$ cat config.mk
export PLATFORM = sky130hd
export DESIGN_NAME = ipsd_window_decoder
export DESIGN_NICKNAME = d
export VERILOG_FILES = /design/src/rtl/ipsd_pkg.sv /design/src/rtl/ipsd_lane_swap.sv /design/src/rtl/ipsd_cfg_flags.sv /design/src/rtl/ipsd_addr_split.sv /design/src/rtl/ipsd_window_decoder.sv
export SDC_FILE = /design/constraint.sdc
export NUM_CORES = 1
export LEC_CHECK = 0
export BUFFER_PORTS_ARGS = -buffer_cell sky130_fd_sc_hd__buf_2
export CAP_MARGIN = 20
export CORE_AREA = 2 2 78 65
export DETAILED_ROUTE_END_ITERATION = 16
export DIE_AREA = 0 0 80 67
export PLACE_DENSITY = 0.79
export SYNTH_ARGS = -nofsm -noshare
export SYNTH_HDL_FRONTEND = slang
export SYNTH_SLANG_ARGS = --single-unit
$ cat constraint.sdc
create_clock -name clk -period 3.4 [get_ports clk]
set_input_delay 0.51 -clock clk [delete_from_list [all_inputs] [get_ports clk]]
set_output_delay 0.51 -clock clk [all_outputs]
set_load 0.01 [all_outputs]
$ cat src/rtl/ipsd_pkg.sv
package ipsd_pkg;

    localparam int SLOT_W    = 2;
    localparam int N_SLOTS   = 1 << SLOT_W;
    localparam int DATA_W    = 16;
    localparam int ADDR_W    = 25;
    localparam int OFS_W     = ADDR_W - SLOT_W;
    localparam int M8_AW     = ADDR_W - 1;
    localparam int IO_AW     = 10;
    localparam int SUB_LSB   = IO_AW - SLOT_W - 2;
    localparam int SMALL_OFS = 6;
    localparam int IO_OFS    = 7;
    localparam int CFG_AW    = 7;
    localparam int N_FLAGS   = 3;
    localparam int ACK_W     = 2 * N_SLOTS;

    localparam int FL_REG = 0;
    localparam int FL_IO  = 1;
    localparam int FL_M16 = 2;

    typedef enum logic [1:0] {
        WIN_CFG = 2'd0,
        WIN_IO  = 2'd1,
        WIN_M16 = 2'd2,
        WIN_M8  = 2'd3
    } win_e;

    typedef enum logic [2:0] {
        SP_IO  = 3'd0,
        SP_ID  = 3'd1,
        SP_INT = 3'd2,
        SP_M16 = 3'd3,
        SP_M8  = 3'd4
    } space_e;

    typedef enum logic [1:0] {
        RK_ZERO = 2'd0,
        RK_CFG  = 2'd1,
        RK_MOD  = 2'd2
    } rkind_e;

    typedef struct packed {
        logic              ok;
        logic              swap;
        logic [SLOT_W-1:0] slot;
        space_e            space;
        logic [OFS_W-1:0]  offset;
    } decode_t;

    // Configuration byte holding the flag of window index idx
    function automatic logic [CFG_AW-1:0] flag_addr(input int idx);
        return CFG_AW'(8'h2B + 4 * idx);
    endfunction

endpackage

$ cat src/rtl/ipsd_lane_swap.sv
module ipsd_lane_swap #(
    parameter int W = 16
) (
    input  logic         en,
    input  logic [W-1:0] din,
    output logic [W-1:0] dout
);
    localparam int NB = W / 8;

    for (genvar g = 0; g < NB; g++) begin : g_lane
        assign dout[g*8 +: 8] = en ? din[(NB-1-g)*8 +: 8] : din[g*8 +: 8];
    end
endmodule

$ cat src/rtl/ipsd_cfg_flags.sv
module ipsd_cfg_flags
    import ipsd_pkg::*;
#(
    parameter logic [7:0] CFG_SEED = 8'h3C
) (
    input  logic               clk,
    input  logic               rst,
    input  logic               wr_en,
    input  logic [CFG_AW-1:0]  addr,
    input  logic               wbit,
    output logic [N_FLAGS-1:0] flags,
    output logic [7:0]         rd_byte
);
    logic [N_FLAGS-1:0] hit;

    for (genvar g = 0; g < N_FLAGS; g++) begin : g_hit
        assign hit[g] = (addr == flag_addr(g));
    end

    always_ff @(posedge clk) begin
        if (rst) begin
            flags <= '0;
        end else if (wr_en) begin
            for (int i = 0; i < N_FLAGS; i++) begin
                if (hit[i]) flags[i] <= wbit;
            end
        end
    end

    always_comb begin
        rd_byte = {1'b0, addr} ^ CFG_SEED;
        if (|hit) rd_byte[0] = |(hit & flags);
    end
endmodule

$ cat src/rtl/ipsd_addr_split.sv
module ipsd_addr_split
    import ipsd_pkg::*;
(
    input  win_e              win,
    input  logic              half,
    input  logic              be_io,
    input  logic              be_m16,
    input  logic [ADDR_W-1:0] addr,
    output decode_t           dec
);
    always_comb begin
        logic [ADDR_W-1:0] a;
        a   = addr;
        dec = '0;
        case (win)
            WIN_IO: begin
                if (be_io && !half) a[0] = ~addr[0];
                dec.ok   = 1'b1;
                dec.swap = be_io && half;
                dec.slot = a[IO_AW-1 -: SLOT_W];
                case (a[SUB_LSB +: 2])
                    2'd2: begin
                        dec.space  = SP_ID;
                        dec.offset = OFS_W'(a[SMALL_OFS-1:0]);
                    end
                    2'd3: begin
                        dec.space  = SP_INT;
                        dec.offset = OFS_W'(a[SMALL_OFS-1:0]);
                    end
                    default: begin
                        dec.space  = SP_IO;
                        dec.offset = OFS_W'(a[IO_OFS-1:0]);
                    end
                endcase
            end
            WIN_M16: begin
                if (be_m16 && !half) a[0] = ~addr[0];
                dec.ok     = 1'b1;
                dec.swap   = be_m16 && half;
                dec.slot   = a[ADDR_W-1 -: SLOT_W];
                dec.space  = SP_M16;
                dec.offset = a[OFS_W-1:0];
            end
            WIN_M8: begin
                dec.ok     = !half;
                dec.slot   = a[M8_AW-1 -: SLOT_W];
                dec.space  = SP_M8;
                dec.offset = OFS_W'(a[M8_AW-SLOT_W-1:0]);
            end
            default: begin
                dec.ok = 1'b0;
            end
        endcase
    end
endmodule

$ cat src/rtl/ipsd_window_decoder.sv
module ipsd_window_decoder
    import ipsd_pkg::*;
#(
    parameter logic [7:0] CFG_SEED = 8'h3C
) (
    input  logic                     clk,
    input  logic                     rst,
    input  logic                     host_req,
    input  logic                     host_we,
    input  logic [1:0]               host_win,
    input  logic                     host_size,
    input  logic [ADDR_W-1:0]        host_addr,
    input  logic [DATA_W-1:0]        host_wdata,
    output logic                     host_rvalid,
    output logic [DATA_W-1:0]        host_rdata,
    input  logic [N_SLOTS-1:0]       mod_present,
    output logic                     mod_req,
    output logic                     mod_we,
    output logic [SLOT_W-1:0]        mod_slot,
    output logic [2:0]               mod_space,
    output logic [OFS_W-1:0]         mod_offset,
    output logic [DATA_W-1:0]        mod_wdata,
    input  logic [DATA_W-1:0]        mod_rdata,
    output logic [ACK_W-1:0]         int_ack,
    output logic                     regwin_be
);
    win_e               win;
    decode_t            dec;
    logic [N_FLAGS-1:0] flags;
    logic [7:0]         cfg_byte;
    logic               fwd;
    logic               rd_req;
    logic               cfg_wr;
    logic               rd_pend;
    rkind_e             rd_kind;
    logic               rd_swap;
    logic [7:0]         cfg_q;
    logic [DATA_W-1:0]  rd_lanes;

    assign win    = win_e'(host_win);
    assign rd_req = host_req && !host_we;
    assign cfg_wr = host_req && host_we && (win == WIN_CFG) && !host_size;

    ipsd_cfg_flags #(.CFG_SEED(CFG_SEED)) u_cfg (
        .clk     (clk),
        .rst     (rst),
        .wr_en   (cfg_wr),
        .addr    (host_addr[CFG_AW-1:0]),
        .wbit    (host_wdata[0]),
        .flags   (flags),
        .rd_byte (cfg_byte)
    );

    ipsd_addr_split u_split (
        .win    (win),
        .half   (host_size),
        .be_io  (flags[FL_IO]),
        .be_m16 (flags[FL_M16]),
        .addr   (host_addr),
        .dec    (dec)
    );

    assign fwd        = host_req && dec.ok && mod_present[dec.slot];
    assign mod_req    = fwd;
    assign mod_we     = host_we;
    assign mod_slot   = dec.slot;
    assign mod_space  = dec.space;
    assign mod_offset = dec.offset;
    assign regwin_be  = flags[FL_REG];

    ipsd_lane_swap #(.W(DATA_W)) u_wr_lanes (
        .en   (dec.swap),
        .din  (host_wdata),
        .dout (mod_wdata)
    );

    // Acknowledge strobe for interrupt-space reads at offsets 0 and 2
    always_comb begin
        int_ack = '0;
        if (fwd && !host_we && dec.space == SP_INT &&
            dec.offset[SMALL_OFS-1:2] == '0 && !dec.offset[0] &&
            dec.offset[OFS_W-1:SMALL_OFS] == '0) begin
            int_ack[{dec.slot, dec.offset[1]}] = 1'b1;
        end
    end

    always_ff @(posedge clk) begin
        if (rst) begin
            rd_pend <= 1'b0;
            rd_kind <= RK_ZERO;
            rd_swap <= 1'b0;
            cfg_q   <= '0;
        end else begin
            rd_pend <= rd_req;
            if (rd_req) begin
                if (win == WIN_CFG) begin
                    rd_kind <= host_size ? RK_ZERO : RK_CFG;
                end else begin
                    rd_kind <= fwd ? RK_MOD : RK_ZERO;
                end
                rd_swap <= dec.swap;
                cfg_q   <= cfg_byte;
            end
        end
    end

    ipsd_lane_swap #(.W(DATA_W)) u_rd_lanes (
        .en   (rd_swap),
        .din  (mod_rdata),
        .dout (rd_lanes)
    );

    assign host_rvalid = rd_pend;

    always_comb begin
        host_rdata = '0;
        if (rd_pend) begin
            case (rd_kind)
                RK_CFG:  host_rdata = {{(DATA_W-8){1'b0}}, cfg_q};
                RK_MOD:  host_rdata = rd_lanes;
                default: host_rdata = '0;
            endcase
        end
    end
endmodule

==> results.tsv <==
metric	value	unit
status	completed	
VDD IR max	145	µV
Reg clk slew, reported paths	0.05	ns
floorplan row count	22	
Slew Viols, Final	0	
die area	5360	µm²
static leakage	0.00130	µW
cells resized by post-CTS repair	0	
Hold Fails Final Rpt	0	
Hold Path End	cfg_q[0]	
Ys Warns	0	
drt first pass iters	4	
Total Wirelength	5530	µm
reg2reg setup slack	2.18	ns
initial core utilization	39.1	%
Synth area leaders	dfxtp_1 16%, mux2_2 15%, mux2i_1 9.1%	
worst slew pin tran	0.847	ns
first-pass GRT wire length	8540	µm
Post-DRT Antenna Nets	0	
cts bufs inserted	3	
syn nets	309	
critical setup path kind	in -> out	
post-CTS setup buffer count	0	
crit path launch	host_win[0]	
hold crit path type	reg -> reg	
initial antenna violation count	0	
core area	4510	µm²
fill cell total of the finished layout	441	
min-delay src	cfg_q[0]	
I/O Buffers	139	
grt ovf	0	
share of the synthesized area in the top cell type	15.9	%
Synth Area per Inst	7.57	µm²
Worst Path Max Fanout	9	
DP Wirelength	4730	µm
Final setup viols	0	
Distinct cells, synth	40	
RSZ-0062 raised after global routing	false	
Final Cycle Share	92.7	%
via count	2230	
number of global-route vias before repair	1893	
hold buffers post-CTS	0	
area grow syn2layout	46.4	%
Startpoint Class	primary input	
ant diodes	0	
RR Endpoint	rd_swap	
Synth Instances	233	
clock tree buffer depth	2	
starting DRC count in detailed routing	64	
skew final	0.000482	ns
R2R cell count	2	
CTS Root Cell	clkbuf_8	
tightest hold margin	0.455	ns
crit end category	output pin	
Final WS setup	0.248	ns
fin crit period	3.15	ns
Via density	5.16	
largest net degree at the start of global routing	18	
Data arrival, critical path	2.64	ns
# nets final	450	
Power per Cell Area	203	nW/µm²
sequential area share after synthesis	15.9	%
gp weighted congestion	0.893	
max_slew headroom	43.3	%
die span in y	67	µm
reg-to-reg startpoint	rd_swap	
leading area contributor after synthesis	dfxtp_1	
CTS tree	done	
I/O pin cnt	140	
htree depth	1	
Max Fclk	317	MHz
Max Cap Violations	0	
layout cells sized above 1	47.8	%
Residual DRC	0	
setup_tns	0	ns
Clk Latency, worst-skew pair	0.24	ns
drt wl/cell	12.8	µm
#FFs+latches synth	14	
Worst Path Required	2.89	ns
pre-CTS WS	0.274	ns
mapped cell area	1760	µm²
Die Wd	80	µm
GRT Total Usage	20.1	%
Hold Path Depth	2	
Sink Count	14	
-- registers in the layout (all words and copies together), names as in the netlist --
signal / flops
u_cfg.flags: 3
host_rvalid: 1
rd_kind: 2
cfg_q: 7
rd_swap: 1
-- area by class of cell --
class / count / area [µm²] / share of cell area (%)
Clock buffer: 3 / 41.3 / 1.60
Multi-Input combinational cell: 196 / 1380 / 53.6
Sequential cell: 14 / 280 / 10.9
Timing Repair Buffer: 147 / 756 / 29.3
Tap cell: 60 / 75.1 / 2.91
Inverter: 12 / 45.0 / 1.75
-- routing by layer --
layer / wire, µm / global-route usage [%]
met4: 97 / 6.14
met2: 2640 / 34.0
met5: 0 / 0
met1: 2430 / 25.6
met3: 355 / 4.07
-- cell families (layout without fill, tap and decap cells) --
kind of cell / count (synthesis) / after routing / share of synthesized area (%)
AND/OR/NAND/NOR: 118 / 118 / 35.2
multiplexers: 39 / 39 / 23.8
AO/OA/AOI/OAI: 31 / 31 / 13.8
buffers and inverters: 23 / 162 / 5.61
flip-flops: 14 / 14 / 15.9
adder cells (fa/ha/maj): 8 / 8 / 5.68
-- worst max path at each step --
stage | end | slack [ns] | cells past startpoint
2_1_floorplan | int_ack[1] | 0.28 | 8
3_3_place_gp | int_ack[1] | 0.39 | 9
3_5_place_dp | int_ack[3] | 0.27 | 9
4_1_cts | int_ack[3] | 0.27 | 9
5_1_grt | int_ack[3] | 0.1 | 9
6_report | int_ack[7] | 0.25 | 9
-- where the power goes --
part           leakage (µW)  switching, µW  internal (µW)
Clock             0.0000216           53.0           78.2
Combinational       0.00117            117            102
Sequential         0.000114           3.26            170
Total               0.00130            174            350
-- placed cells by master (no fill, tap or decap), types with 6 or more instances in the layout --
cell / netlist / layout
buf_4: 1 / 8
dfxtp_1: 14 / 14
nor3_1: 10 / 10
a21oi_1: 8 / 8
nor2_1: 35 / 35
mux2_2: 23 / 23
buf_2: 1 / 139
nand2b_1: 6 / 6
a22oi_1: 8 / 8
and2_1: 21 / 21
nand4_1: 6 / 6
nand3_1: 6 / 6
nand2_1: 15 / 15
inv_1: 12 / 12
mux2i_1: 16 / 16
ha_1: 8 / 8
-- critical path, cell delays in order --
cell       delay, ns
buf_2           0.15
inv_1           0.09
ha_1            0.23
a222oi_1        0.48
mux2i_1         0.21
a2111oi_4       0.47
nand2_4         0.14
nor3_1          0.20
buf_2           0.16
-- through the flow --
step                      area, µm²  util (%)  power [µW]  cells
after global placement         2540      56.3         389    429
after CTS                      2580      57.2         524    432
after global routing           2580      57.2         556    432
after floorplan                1760         -         288    233
final                          2580      57.2         524    432
after detailed placement       2540      56.3         394    429
-- synthesized netlist by cell type --
| master | instances |
|---|---|
| a2111oi_0 | 1 |
| a2111oi_4 | 1 |
| a211oi_1 | 4 |
| a21o_2 | 1 |
| a21oi_1 | 8 |
| a222oi_1 | 2 |
| a22oi_1 | 8 |
| a32oi_1 | 1 |
| a41o_1 | 1 |
| and2_1 | 21 |
| and2_2 | 1 |
| and3b_1 | 2 |
| and3b_2 | 1 |
| and4_1 | 1 |
| buf_2 | 1 |
| buf_4 | 1 |
| buf_6 | 1 |
| clkbuf_1 | 8 |
| dfxtp_1 | 14 |
| ha_1 | 8 |
| inv_1 | 12 |
| mux2_2 | 23 |
| mux2i_1 | 16 |
| nand2_1 | 15 |
| nand2_4 | 1 |
| nand2b_1 | 6 |
| nand3_1 | 6 |
| nand3b_1 | 3 |
| nand4_1 | 6 |
| nand4b_1 | 2 |
| nor2_1 | 35 |
| nor2b_1 | 2 |
| nor3_1 | 10 |
| nor4_1 | 4 |
| o2111ai_1 | 1 |
| o21ai_0 | 1 |
| o221ai_1 | 1 |
| o31ai_1 | 1 |
| or2b_1 | 1 |
| or3_1 | 1 |
(Power assumes the default switching activity.)
